$ cat config.mk
export PLATFORM = sky130hd
export DESIGN_NAME = kbd_event_decoder
export DESIGN_NICKNAME = d
export VERILOG_FILES = /design/src/rtl/kbd_pkg.sv /design/src/rtl/kbd_seq_parser.sv /design/src/rtl/kbd_led_link.sv /design/src/rtl/kbd_num_entry.sv /design/src/rtl/kbd_event_decoder.sv
export SDC_FILE = /design/constraint.sdc
export NUM_CORES = 1
export LEC_CHECK = 0
export BUFFER_PORTS_ARGS = -buffer_cell sky130_fd_sc_hd__buf_2
export CAP_MARGIN = 40
export CORE_MARGIN = 2
export CORE_UTILIZATION = 45
export CTS_BUF_LIST = sky130_fd_sc_hd__clkbuf_8
export CTS_CLUSTER_DIAMETER = 60
export DETAILED_ROUTE_END_ITERATION = 8
export PLACE_DENSITY_LB_ADDON = 0.3
export SKIP_CTS_REPAIR_TIMING = 1
export SLEW_MARGIN = 20
export SYNTH_ARGS = -nofsm -noshare
export SYNTH_HDL_FRONTEND = slang
export SYNTH_SLANG_ARGS = --single-unit
$ cat constraint.sdc
create_clock -name clk -period 4.52 [get_ports clk]
set_input_delay 0.904 -clock clk [delete_from_list [all_inputs] [get_ports clk]]
set_output_delay 0.904 -clock clk [all_outputs]
set_load 0.01 [all_outputs]
$ cat src/rtl/kbd_pkg.sv
package kbd_pkg;
  localparam logic [7:0] B_EXT     = 8'hE0;
  localparam logic [7:0] B_BRK     = 8'hF0;
  localparam logic [7:0] B_PAUSE   = 8'hE1;
  localparam logic [7:0] B_ACK     = 8'hFA;
  localparam logic [7:0] B_LEDCMD  = 8'hED;
  localparam logic [7:0] KC_DEL    = 8'h71;
  localparam int         PAUSE_LEN = 8;
  localparam int         PIDX_W    = $clog2(PAUSE_LEN);

  typedef enum logic [2:0] {P_IDLE, P_E0, P_F0, P_E0F0, P_PAUSE} pstate_t;
  typedef enum logic [1:0] {L_IDLE, L_CMD, L_DATA} lstate_t;

  typedef struct packed {
    logic       dec;
    logic       hex;
    logic [3:0] val;
  } digit_t;

  function automatic logic is_response(input logic [7:0] b);
    return (b == 8'hAA) || (b == 8'hFA) || (b == 8'hEE) ||
           (b == 8'hFE) || (b == 8'h00) || (b == 8'hFF);
  endfunction

  function automatic logic is_prefix(input logic [7:0] b);
    return (b == B_EXT) || (b == B_BRK) || (b == B_PAUSE);
  endfunction

  // expected Pause byte at positions 1..7 (position 0 is the opening E1)
  function automatic logic [7:0] pause_byte(input logic [PIDX_W-1:0] idx);
    case (idx)
      3'd1, 3'd5: return 8'h14;
      3'd2, 3'd7: return 8'h77;
      3'd3:       return 8'hE1;
      3'd4, 3'd6: return 8'hF0;
      default:    return 8'h00;
    endcase
  endfunction

  function automatic digit_t digit_info(input logic [7:0] c);
    digit_t d;
    d = '{dec: 1'b1, hex: 1'b1, val: 4'd0};
    case (c)
      8'h45, 8'h70: d.val = 4'd0;
      8'h16, 8'h69: d.val = 4'd1;
      8'h1E, 8'h72: d.val = 4'd2;
      8'h26, 8'h7A: d.val = 4'd3;
      8'h25, 8'h6B: d.val = 4'd4;
      8'h2E, 8'h73: d.val = 4'd5;
      8'h36, 8'h74: d.val = 4'd6;
      8'h3D, 8'h6C: d.val = 4'd7;
      8'h3E, 8'h75: d.val = 4'd8;
      8'h46, 8'h7D: d.val = 4'd9;
      8'h1C: d = '{dec: 1'b0, hex: 1'b1, val: 4'hA};
      8'h32: d = '{dec: 1'b0, hex: 1'b1, val: 4'hB};
      8'h21: d = '{dec: 1'b0, hex: 1'b1, val: 4'hC};
      8'h23: d = '{dec: 1'b0, hex: 1'b1, val: 4'hD};
      8'h24: d = '{dec: 1'b0, hex: 1'b1, val: 4'hE};
      8'h2B: d = '{dec: 1'b0, hex: 1'b1, val: 4'hF};
      default: d = '{dec: 1'b0, hex: 1'b0, val: 4'd0};
    endcase
    return d;
  endfunction
endpackage

$ cat src/rtl/kbd_seq_parser.sv
module kbd_seq_parser
  import kbd_pkg::*;
(
  input  logic       clk,
  input  logic       srst_n,
  input  logic       byte_valid,
  input  logic [7:0] byte_in,
  output logic       ev_valid,
  output logic [7:0] ev_code,
  output logic       ev_ext,
  output logic       ev_break,
  output logic       ev_pause
);
  pstate_t           st_q, st_d;
  logic [PIDX_W-1:0] idx_q, idx_d;
  logic              emit, c_ext, c_brk, c_pause;

  always_comb begin
    st_d    = st_q;
    idx_d   = idx_q;
    emit    = 1'b0;
    c_ext   = 1'b0;
    c_brk   = 1'b0;
    c_pause = 1'b0;
    if (byte_valid) begin
      case (st_q)
        P_IDLE: begin
          if (byte_in == B_EXT)        st_d = P_E0;
          else if (byte_in == B_BRK)   st_d = P_F0;
          else if (byte_in == B_PAUSE) begin st_d = P_PAUSE; idx_d = PIDX_W'(1); end
          else                         emit = 1'b1;
        end
        P_E0: begin
          st_d = P_IDLE;
          if (byte_in == B_BRK)          st_d = P_E0F0;
          else if (!is_prefix(byte_in)) begin emit = 1'b1; c_ext = 1'b1; end
        end
        P_F0: begin
          st_d = P_IDLE;
          if (!is_prefix(byte_in)) begin emit = 1'b1; c_brk = 1'b1; end
        end
        P_E0F0: begin
          st_d = P_IDLE;
          if (!is_prefix(byte_in)) begin emit = 1'b1; c_ext = 1'b1; c_brk = 1'b1; end
        end
        P_PAUSE: begin
          if (byte_in != pause_byte(idx_q))         st_d = P_IDLE;
          else if (idx_q == PIDX_W'(PAUSE_LEN - 1)) begin
            st_d = P_IDLE; emit = 1'b1; c_pause = 1'b1;
          end
          else                                      idx_d = idx_q + 1'b1;
        end
        default: st_d = P_IDLE;
      endcase
    end
  end

  always_ff @(posedge clk or negedge srst_n) begin
    if (!srst_n) begin
      st_q     <= P_IDLE;
      idx_q    <= '0;
      ev_valid <= 1'b0;
      ev_code  <= '0;
      ev_ext   <= 1'b0;
      ev_break <= 1'b0;
      ev_pause <= 1'b0;
    end else begin
      st_q     <= st_d;
      idx_q    <= idx_d;
      ev_valid <= emit;
      if (emit) begin
        ev_code  <= c_pause ? B_PAUSE : byte_in;
        ev_ext   <= c_ext;
        ev_break <= c_brk;
        ev_pause <= c_pause;
      end
    end
  end

  assert_event_after_byte_R1: assert property (@(posedge clk) disable iff (!srst_n)
    ev_valid |-> $past(byte_valid));
  assert_pause_closes_R3: assert property (@(posedge clk) disable iff (!srst_n)
    (ev_valid && ev_pause) |-> ($past(byte_in) == 8'h77 && !ev_break && !ev_ext));
endmodule

$ cat src/rtl/kbd_led_link.sv
module kbd_led_link
  import kbd_pkg::*;
(
  input  logic       clk,
  input  logic       srst_n,
  input  logic       req,
  input  logic       ack,
  input  logic [2:0] leds,
  output logic       tx_valid,
  output logic [7:0] tx_byte
);
  lstate_t    st_q, st_d;
  logic       pend_q, pend_d, send;
  logic [7:0] byte_d;

  always_comb begin
    st_d   = st_q;
    pend_d = pend_q;
    send   = 1'b0;
    byte_d = tx_byte;
    case (st_q)
      L_IDLE: if (req || pend_q) begin
        send = 1'b1; byte_d = B_LEDCMD; st_d = L_CMD; pend_d = 1'b0;
      end
      L_CMD: begin
        if (req) pend_d = 1'b1;
        if (ack) begin send = 1'b1; byte_d = {5'b0, leds}; st_d = L_DATA; end
      end
      L_DATA: begin
        if (req) pend_d = 1'b1;
        if (ack) st_d = L_IDLE;
      end
      default: st_d = L_IDLE;
    endcase
  end

  always_ff @(posedge clk or negedge srst_n) begin
    if (!srst_n) begin
      st_q     <= L_IDLE;
      pend_q   <= 1'b0;
      tx_valid <= 1'b0;
      tx_byte  <= '0;
    end else begin
      st_q     <= st_d;
      pend_q   <= pend_d;
      tx_valid <= send;
      if (send) tx_byte <= byte_d;
    end
  end

  assert_tx_single_pulse_R7: assert property (@(posedge clk) disable iff (!srst_n)
    tx_valid |=> !tx_valid);
  assert_data_after_cmd_R7: assert property (@(posedge clk) disable iff (!srst_n)
    (tx_valid && st_q == L_DATA) |-> (tx_byte[7:3] == 5'b0 && $past(st_q) == L_CMD));
endmodule

$ cat src/rtl/kbd_num_entry.sv
module kbd_num_entry
  import kbd_pkg::*;
(
  input  logic       clk,
  input  logic       srst_n,
  input  logic       ev_valid,
  input  logic [7:0] ev_code,
  input  logic       ev_ext,
  input  logic       ev_break,
  input  logic       ctrl_held,
  input  logic       alt_held,
  input  logic       ctrl_fall,
  input  logic       alt_fall,
  output logic       num_valid,
  output logic [7:0] num_byte
);
  logic       active_q, hexmode_q, digit_ok, emit;
  logic [7:0] acc_q, acc_d, base;
  digit_t     dinfo;

  always_comb begin
    dinfo    = digit_info(ev_code);
    digit_ok = ev_valid && !ev_break && !ev_ext && (ctrl_held ^ alt_held) &&
               (alt_held ? dinfo.dec : dinfo.hex);
    emit     = active_q && (hexmode_q ? ctrl_fall : alt_fall);
    base     = active_q ? acc_q : 8'd0;
    acc_d    = acc_q;
    if (digit_ok)
      acc_d = alt_held ? 8'(base * 8'd10 + {4'd0, dinfo.val}) : {base[3:0], dinfo.val};
  end

  always_ff @(posedge clk or negedge srst_n) begin
    if (!srst_n) begin
      active_q  <= 1'b0;
      hexmode_q <= 1'b0;
      acc_q     <= '0;
      num_valid <= 1'b0;
      num_byte  <= '0;
    end else begin
      num_valid <= emit;
      if (emit)          num_byte  <= acc_q;
      if (digit_ok)      hexmode_q <= ctrl_held;
      if (emit)          active_q  <= 1'b0;
      else if (digit_ok) active_q  <= 1'b1;
      acc_q <= acc_d;
    end
  end

  assert_emit_on_release_R9: assert property (@(posedge clk) disable iff (!srst_n)
    num_valid |-> $past(ev_valid && ev_break));
endmodule

$ cat src/rtl/kbd_event_decoder.sv
module kbd_event_decoder
  import kbd_pkg::*;
#(
  parameter int RST_CYCLES = 16
) (
  input  logic       clk,
  input  logic       rst_n,
  input  logic       rx_valid,
  input  logic [7:0] rx_byte,
  output logic       ev_valid,
  output logic [7:0] ev_code,
  output logic       ev_ext,
  output logic       ev_break,
  output logic       ev_pause,
  output logic       ctrl_held,
  output logic       alt_held,
  output logic [2:0] lock_leds,
  output logic       tx_valid,
  output logic [7:0] tx_byte,
  output logic       num_valid,
  output logic [7:0] num_byte,
  output logic       sys_reset
);
  localparam int CNT_W = $clog2(RST_CYCLES + 1);
  localparam int NMOD  = 4;
  localparam int NLOCK = 3;
  // modifier slots: 0 left ctrl, 1 right ctrl, 2 left alt, 3 right alt
  localparam logic [7:0] MOD_CODE [NMOD]  = '{8'h14, 8'h14, 8'h11, 8'h11};
  localparam logic       MOD_EXT  [NMOD]  = '{1'b0, 1'b1, 1'b0, 1'b1};
  // lock slots: 0 scroll, 1 num, 2 caps (matches LED bit order)
  localparam logic [7:0] LOCK_CODE [NLOCK] = '{8'h7E, 8'h77, 8'h58};

  logic [1:0]       sync_q;
  logic             srst_n, byte_ok, led_ack, plain_ev, rst_trig;
  logic             ctrl_next, alt_next, ctrl_fall, alt_fall;
  logic [NMOD-1:0]  mod_q, mod_d;
  logic [NLOCK-1:0] lhold_q, lhold_d, ltog, led_q;
  logic [CNT_W-1:0] cnt_q, cnt_d;

  always_ff @(posedge clk or negedge rst_n) begin
    if (!rst_n) sync_q <= 2'b00;
    else        sync_q <= {sync_q[0], 1'b1};
  end
  assign srst_n = sync_q[1];

  assign byte_ok = rx_valid && !is_response(rx_byte);
  assign led_ack = rx_valid && (rx_byte == B_ACK);

  kbd_seq_parser u_parser (
    .clk(clk), .srst_n(srst_n), .byte_valid(byte_ok), .byte_in(rx_byte),
    .ev_valid(ev_valid), .ev_code(ev_code), .ev_ext(ev_ext),
    .ev_break(ev_break), .ev_pause(ev_pause)
  );

  assign plain_ev = ev_valid && !ev_pause;

  for (genvar gm = 0; gm < NMOD; gm++) begin : g_mod
    assign mod_d[gm] = (plain_ev && ev_code == MOD_CODE[gm] && ev_ext == MOD_EXT[gm])
                       ? !ev_break : mod_q[gm];
  end

  for (genvar gl = 0; gl < NLOCK; gl++) begin : g_lock
    logic hit;
    assign hit         = plain_ev && !ev_ext && ev_code == LOCK_CODE[gl];
    assign ltog[gl]    = hit && !ev_break && !lhold_q[gl];
    assign lhold_d[gl] = hit ? !ev_break : lhold_q[gl];
  end

  assign ctrl_held = mod_q[0] | mod_q[1];
  assign alt_held  = mod_q[2] | mod_q[3];
  assign ctrl_next = mod_d[0] | mod_d[1];
  assign alt_next  = mod_d[2] | mod_d[3];
  assign ctrl_fall = ctrl_held && !ctrl_next;
  assign alt_fall  = alt_held && !alt_next;

  assign rst_trig = plain_ev && !ev_break && ev_code == KC_DEL && ctrl_held && alt_held;
  always_comb begin
    cnt_d = cnt_q;
    if (rst_trig)           cnt_d = CNT_W'(RST_CYCLES);
    else if (cnt_q != '0)   cnt_d = cnt_q - 1'b1;
  end

  always_ff @(posedge clk or negedge srst_n) begin
    if (!srst_n) begin
      mod_q   <= '0;
      lhold_q <= '0;
      led_q   <= '0;
      cnt_q   <= '0;
    end else begin
      mod_q   <= mod_d;
      lhold_q <= lhold_d;
      led_q   <= led_q ^ ltog;
      cnt_q   <= cnt_d;
    end
  end

  assign lock_leds = led_q;
  assign sys_reset = (cnt_q != '0);

  kbd_led_link u_led (
    .clk(clk), .srst_n(srst_n), .req(|ltog), .ack(led_ack), .leds(led_q),
    .tx_valid(tx_valid), .tx_byte(tx_byte)
  );

  kbd_num_entry u_num (
    .clk(clk), .srst_n(srst_n), .ev_valid(plain_ev), .ev_code(ev_code),
    .ev_ext(ev_ext), .ev_break(ev_break), .ctrl_held(ctrl_held), .alt_held(alt_held),
    .ctrl_fall(ctrl_fall), .alt_fall(alt_fall),
    .num_valid(num_valid), .num_byte(num_byte)
  );

  assert_caps_repeat_holds_R6: assert property (@(posedge clk) disable iff (!srst_n)
    (plain_ev && !ev_break && !ev_ext && ev_code == 8'h58 && lhold_q[2]) |=> $stable(lock_leds[2]));
  assert_reset_needs_combo_R11: assert property (@(posedge clk) disable iff (!srst_n)
    $rose(sys_reset) |-> $past(ctrl_held && alt_held));
  assert_led_cmd_on_toggle_R7: assert property (@(posedge clk) disable iff (!srst_n)
    (lock_leds != $past(lock_leds)) |-> (tx_valid || $past(u_led.st_q) != L_IDLE));
endmodule

After elaboration in Yosys (flattened, before gate mapping)

Index checks and enable logic that the tools add are counted.

Bits in writable memories: 0
Output and inout bits: 36
Latch bits: 0
Bits in read-only memories: 0
Memories: 0
Input port bits: 11
Flip-flop bits (word level): 66

$lt $le $gt $ge: 0
Add/subtract/negate cells: 3
Equality and inequality tests: 65
Div/mod/pow operators: 0
Bitwise operators: 7
$mul: 1
Multiplexer cells: 59
Reductions and logical operators: 77
Shift operators: 0

Operator list:

| operator                                            | number |
|---|---|
| equality test 8 x 7 -> 1 bit, second input constant | 16 |
| equality test 8 x 6 -> 1 bit, second input constant | 11 |
| equality test 8 bit, second input constant          | 8 |
| case mux 4 bit (15 select lines)                    | 1 |
| 2-to-1 mux 8 bit                                    | 7 |
| equality test 8 x 5 -> 1 bit, second input constant | 5 |
| case mux 8 bit (4 select lines)                     | 1 |
| 2-to-1 mux 3 bit                                    | 10 |
| logical AND 1 bit                                   | 29 |
| OR reduction 2 bit                                  | 14 |
| 2-to-1 mux 1 bit                                    | 25 |
| OR reduction 20 bit                                 | 1 |
| case mux 8 bit (2 select lines)                     | 1 |
| equality test 3 bit, second input constant          | 5 |
| equality test 3 x 2 -> 1 bit, second input constant | 4 |
| inequality test 2 bit, second input constant        | 6 |
| 2-to-1 mux 5 bit                                    | 2 |
| nonzero test 2 bit                                  | 5 |
| logical NOT 1 bit                                   | 9 |
| case mux 3 bit (3 select lines)                     | 1 |
| AND reduction 3 bit                                 | 3 |
| adder 8 x 4 -> 8 bit                                | 1 |
| logical NOT 8 bit                                   | 1 |
| logical OR 1 bit                                    | 8 |
| other kinds (27)                                    | 38 |

Depth between registers and ports, before layout

Word-level depth: 14
Gate-level depth with buffers: 15
Mapped depth without buffers: 13

By module

A second synthesis with hierarchy kept.

Cell total of the unflattened synthesis: 496
Area, all modules: 4,667.0 um^2

By module, submodules not included:

| module            | times used | cells each | area each (um^2) |
|---|---|---|---|
| kbd_num_entry     | 1          | 202        | 1,775.5 |
| kbd_seq_parser    | 1          | 139        | 1,338.8 |
| kbd_event_decoder | 1          | 109        | 1,061.0 |
| kbd_led_link      | 1          | 46         | 491.7 |

Worst setup path before layout

Ideal clock, no wire load.

Path kind: reg2reg
Start point: register u_parser.ev_code[7]
End point: register u_num.acc_q[7]
Arrival: 3.304 ns
Stages on the path, launching flop included: 15
Required time: 4.395 ns
Library setup time: 0.125 ns
Setup slack: 1.092 ns
Buffers on the path: 1
Period minus slack after synthesis: 3.428 ns
Path through: dfrtp_1 -> buf_2 -> nand2b_1 -> or4b_1 -> o31ai_1 -> or3_1 -> ha_1 -> inv_1 -> fa_1 -> nor2b_1 -> o21bai_1 -> mux2_2 -> o311ai_0 -> a31oi_1 -> mux2_2

Word-level cells in the longest chain between the ends: 5
Elaborated cells on any way between the ends: 43
Those cells by class: add/sub (1); eq/ne (26); mux (4); reduce/logical (12)

RTL lines:

| item                                                                                       | line                                     | source |
|---|---|---|
| from (decl)                                                                                | kbd_seq_parser.sv:9                      | `output logic [7:0] ev_code,` |
| from (signal assigned)                                                                     | kbd_seq_parser.sv:72                     | `ev_code <= c_pause ? B_PAUSE : byte_in;` |
| equality test 8 x 7 -> 1 bit (tied with other cells)                                       | kbd_pkg.sv:43                            | `case (c)` |
| OR reduction 2 bit (tied with other cells)                                                 | kbd_pkg.sv:43                            |  |
| case mux 4 bit (15 select lines) / case mux 2 bit (2 select lines) (equally long branches) | kbd_pkg.sv:43                            |  |
| adder 8 x 4 -> 8 bit / 2-to-1 mux 1 bit (equally long branches)                            | kbd_num_entry.sv:29, kbd_num_entry.sv:24 |  |
| 2-to-1 mux 8 bit / logical AND 1 bit (equally long branches)                               | kbd_num_entry.sv:29, kbd_num_entry.sv:23 |  |
| to (signal assigned)                                                                       | kbd_num_entry.sv:36                      | `acc_q <= '0;` |
| to (signal assigned)                                                                       | kbd_num_entry.sv:45                      | `acc_q <= acc_d;` |
| to (decl)                                                                                  | kbd_num_entry.sv:18                      | `logic [7:0] acc_q, acc_d, base;` |

Parallel ways exist; a longest one is shown, timed or not.
A chain may end at the register's enable or synchronous reset.

Final worst setup path

Start point: register u_parser.ev_code[0]
End point: register u_num.acc_q[7]

Same word-level chain as after synthesis.

==> impl_metrics.yaml <==
global_route:
  busiest_layer: "met2"
  use_met1_pct: 27.8
  use_met3_pct: 4.04
  grt_pass1_vias: 3552
  grt_antenna_before_repair: 0
  grt_max_degree: 37
  met2_usage_pct: 33.3
  overflow: 0
  grt_pass1_wl_um: 17000
  grt_usage_pct: 20.7
yosys:
  yosys.area.top_type: "dfrtp_1"
  postSynth.asyncResetShare_pct: 100
  syn_avg_cell_area_um2: 9.29
  yosysSeqAreaShare_pct: 35.6
  syn_inst: 469
  syn-num-nets: 504
  synth_top_area_share_pct: 35.6
  synth.most_common_cell: "dfrtp_1"
  synth_common_cells: "dfrtp_1 (62), nor2_1 (38), nand2_1 (29), inv_1 (27), o21ai_0 (27)"
  netlist_area_mm2: 0.00436
  yosys-top-cells-area: "dfrtp_1 (36%), ha_1 (6.3%), mux2_2 (6.2%)"
  synth_edf_count: 0
  yosysUniqueCellTypes: 73
  ys.flop_type: "dfrtp_1"
  synth-seq-cells: 62
  yosysWarnings: 0
floorplanning:
  die_x_um: 102
  core_mm2: 0.00933
  dieArea_mm2: 0.0105
  rows: 35
  initial_core_util_pct: 46.7
  ioPinCount: 47
  die_h_um: 102
setup_path:
  critPathBufInv: 1
  slowest_stage: "dfrtp_1"
  path_cells: "nor2_1, or4b_1, o31ai_1, or3_1, ha_1, inv_1, fa_1, nor2b_1, o21bai_1, mux2_2, o311ai_0, a31oi_1, mux2_2"
  path_max_fanout: 24
  worstPathArrival_ps: 4140
  slowest_delay_ps: 620
  critPathRequiredTime_ps: 4760
  crit_family: "simple AND/OR/NAND/NOR gates"
  end_kind: "register"
  crit_top_cell: "mux2_2"
  path_class: "reg2reg"
  start_kind: "register"
drt:
  drt_first_iter_violations: 229
  post_drt_wl_per_cell_um: 15.5
  vias: 3648
  detail-route-antenna-nets: 0
  wl_um: 9850
  firstDrtPassIters: 5
  viasPerCell: 5.74
  route.detailed.drc: 0
sta:
  finClkSkew_ps: 9.46
  fin_setup_tns_ps: 0
  min_period_over_period_pct: 86.3
  worst_pin_slew_ps: 709
  clock.fmax_mhz: 256
  hold_viol: 0
  setup_viol: 0
  fin_crit_ps: 3900
  fin_hold_ws_ps: 266
  slew_viol_final: 0
  slew_headroom_pct: 52.7
  grt_setup_unrepaired: "no"
clock_tree:
  path_clk_slew_ps: 70
  cts_root_buffer: "clkbuf_8"
  cts_buffer_depth: 2
  clock_sinks: 62
  insertion_delay_ps: 350
  cts_tree: "built"
  h-tree-depth: 3
  numCtsBuffers: 9
placed_design:
  place_congestion: 0.889
  detailed_place_hpwl_um: 7160
  dp.cells: 620
  port_buffers: 45
layout:
  post-route-util_pct: 51.9
  drive_gt1_share_pct: 20.7
  antennaDiodeCount: 0
  final_cell_count_no_fill: 636
  nets: 537
  area_growth_syn_to_layout_pct: 11.0
min_path:
  hp-class: "reg2async"
status:
  outcome: "finished clean"
power:
  p_per_area_mw_per_mm2: 355
  ir_drop_v: 0.000237
  p_leak_nw: 2.27
flow_run:
  drv_cap: 0
## layer usage
layer / vias up / part of all wire [%]
li1: 1764 / -
met1: 1770 / 47
met2: 97 / 47
met3: 17 / 4.9
met4: 0 / 1.6
met5: - / 0
## path summary, 6_finish.rpt
check	from	to	slack (ps)	cells after the start
worst max-delay path	u_parser.ev_code[0]	u_num.acc_q[7]	620	13
worst min-delay path	sync_q[1]	u_num.acc_q[1]	270	0
worst max register to register	u_parser.ev_code[0]	u_num.acc_q[7]	620	13
worst min register to register	sync_q[1]	u_num.acc_q[1]	270	0
max in group asynchronous	sync_q[1]	cnt_q[0]	3390	1
min in group clk	sync_q[0]	sync_q[1]	360	0
## per-stage QoR
stage          worst slack [ps]  power, mW  cell area [µm²]
2_1_floorplan              1090       1.13             4360
3_3_place_gp                809       1.25             4630
3_5_place_dp                641       1.27             4650
4_1_cts                     624       1.73             4830
5_1_grt                     243       1.84             4840
6_report                    620       1.72             4840
## worst reg2reg max path, delay by kind of cell, from the launching register on
family	cells	cell delay, ps
muxes	2	580
buffers and inverters	1	50
and+or+nand+nor	4	1270
AOI/OAI and AO/OA	4	710
adders and majority gates	2	550
DFF	1	620
## kinds of logic after synthesis
group | Yosys count | synth area share (%)
and+or+nand+nor | 179 | 24.0
AOI/OAI and AO/OA | 99 | 16.1
DFF | 62 | 35.6
buffers and inverters | 55 | 5.57
muxes | 32 | 8.04
adders and majority gates | 24 | 7.24
xor gates and xnor gates | 16 | 3.22
other | 2 | 0.172
## layout make-up
| cell class | instances | area [µm²] |
|---|---|---|
| Inverter | 27 | 101 |
| Timing Repair Buffer | 50 | 267 |
| Fill cell | 886 | 4490 |
| Clock buffer | 12 | 165 |
| Clock inverter | 4 | 21.3 |
| Multi-Input combinational cell | 352 | 2570 |
| Sequential cell | 62 | 1550 |
| Tap cell | 129 | 161 |
## sequential cells by signal (all words and copies together), names as in the netlist, 3 cells and up
name and count:
cnt_q 5, lhold_q 3, lock_leds 3, mod_q 4, u_led.tx_byte 4, u_num.acc_q 8, u_num.num_byte 8, u_parser.ev_code 8
u_parser.idx_q 3, u_parser.st_q 3
## cells in the final DEF, fill, tap and decap left out, types with 8 or more instances in the layout
master,Yosys,routed
a21oi_1,14,14
buf_2,11,45
clkbuf_8,0,12
dfrtp_1,62,61
ha_1,22,22
inv_1,27,28
mux2_2,24,24
mux2i_1,8,8
nand2_1,29,29
nand2b_1,12,12
nand3_1,10,10
nor2_1,38,38
nor3_1,9,9
nor3b_1,10,10
o21ai_0,27,27
xnor2_1,10,10
## report_power, final
| part | switching (mW) | internal [mW] |
|---|---|---|
| clock network | 0.217 | 0.240 |
| registers | 0.144 | 0.627 |
| logic | 0.261 | 0.231 |
Note: power is estimated with default switching activity, not from simulation.
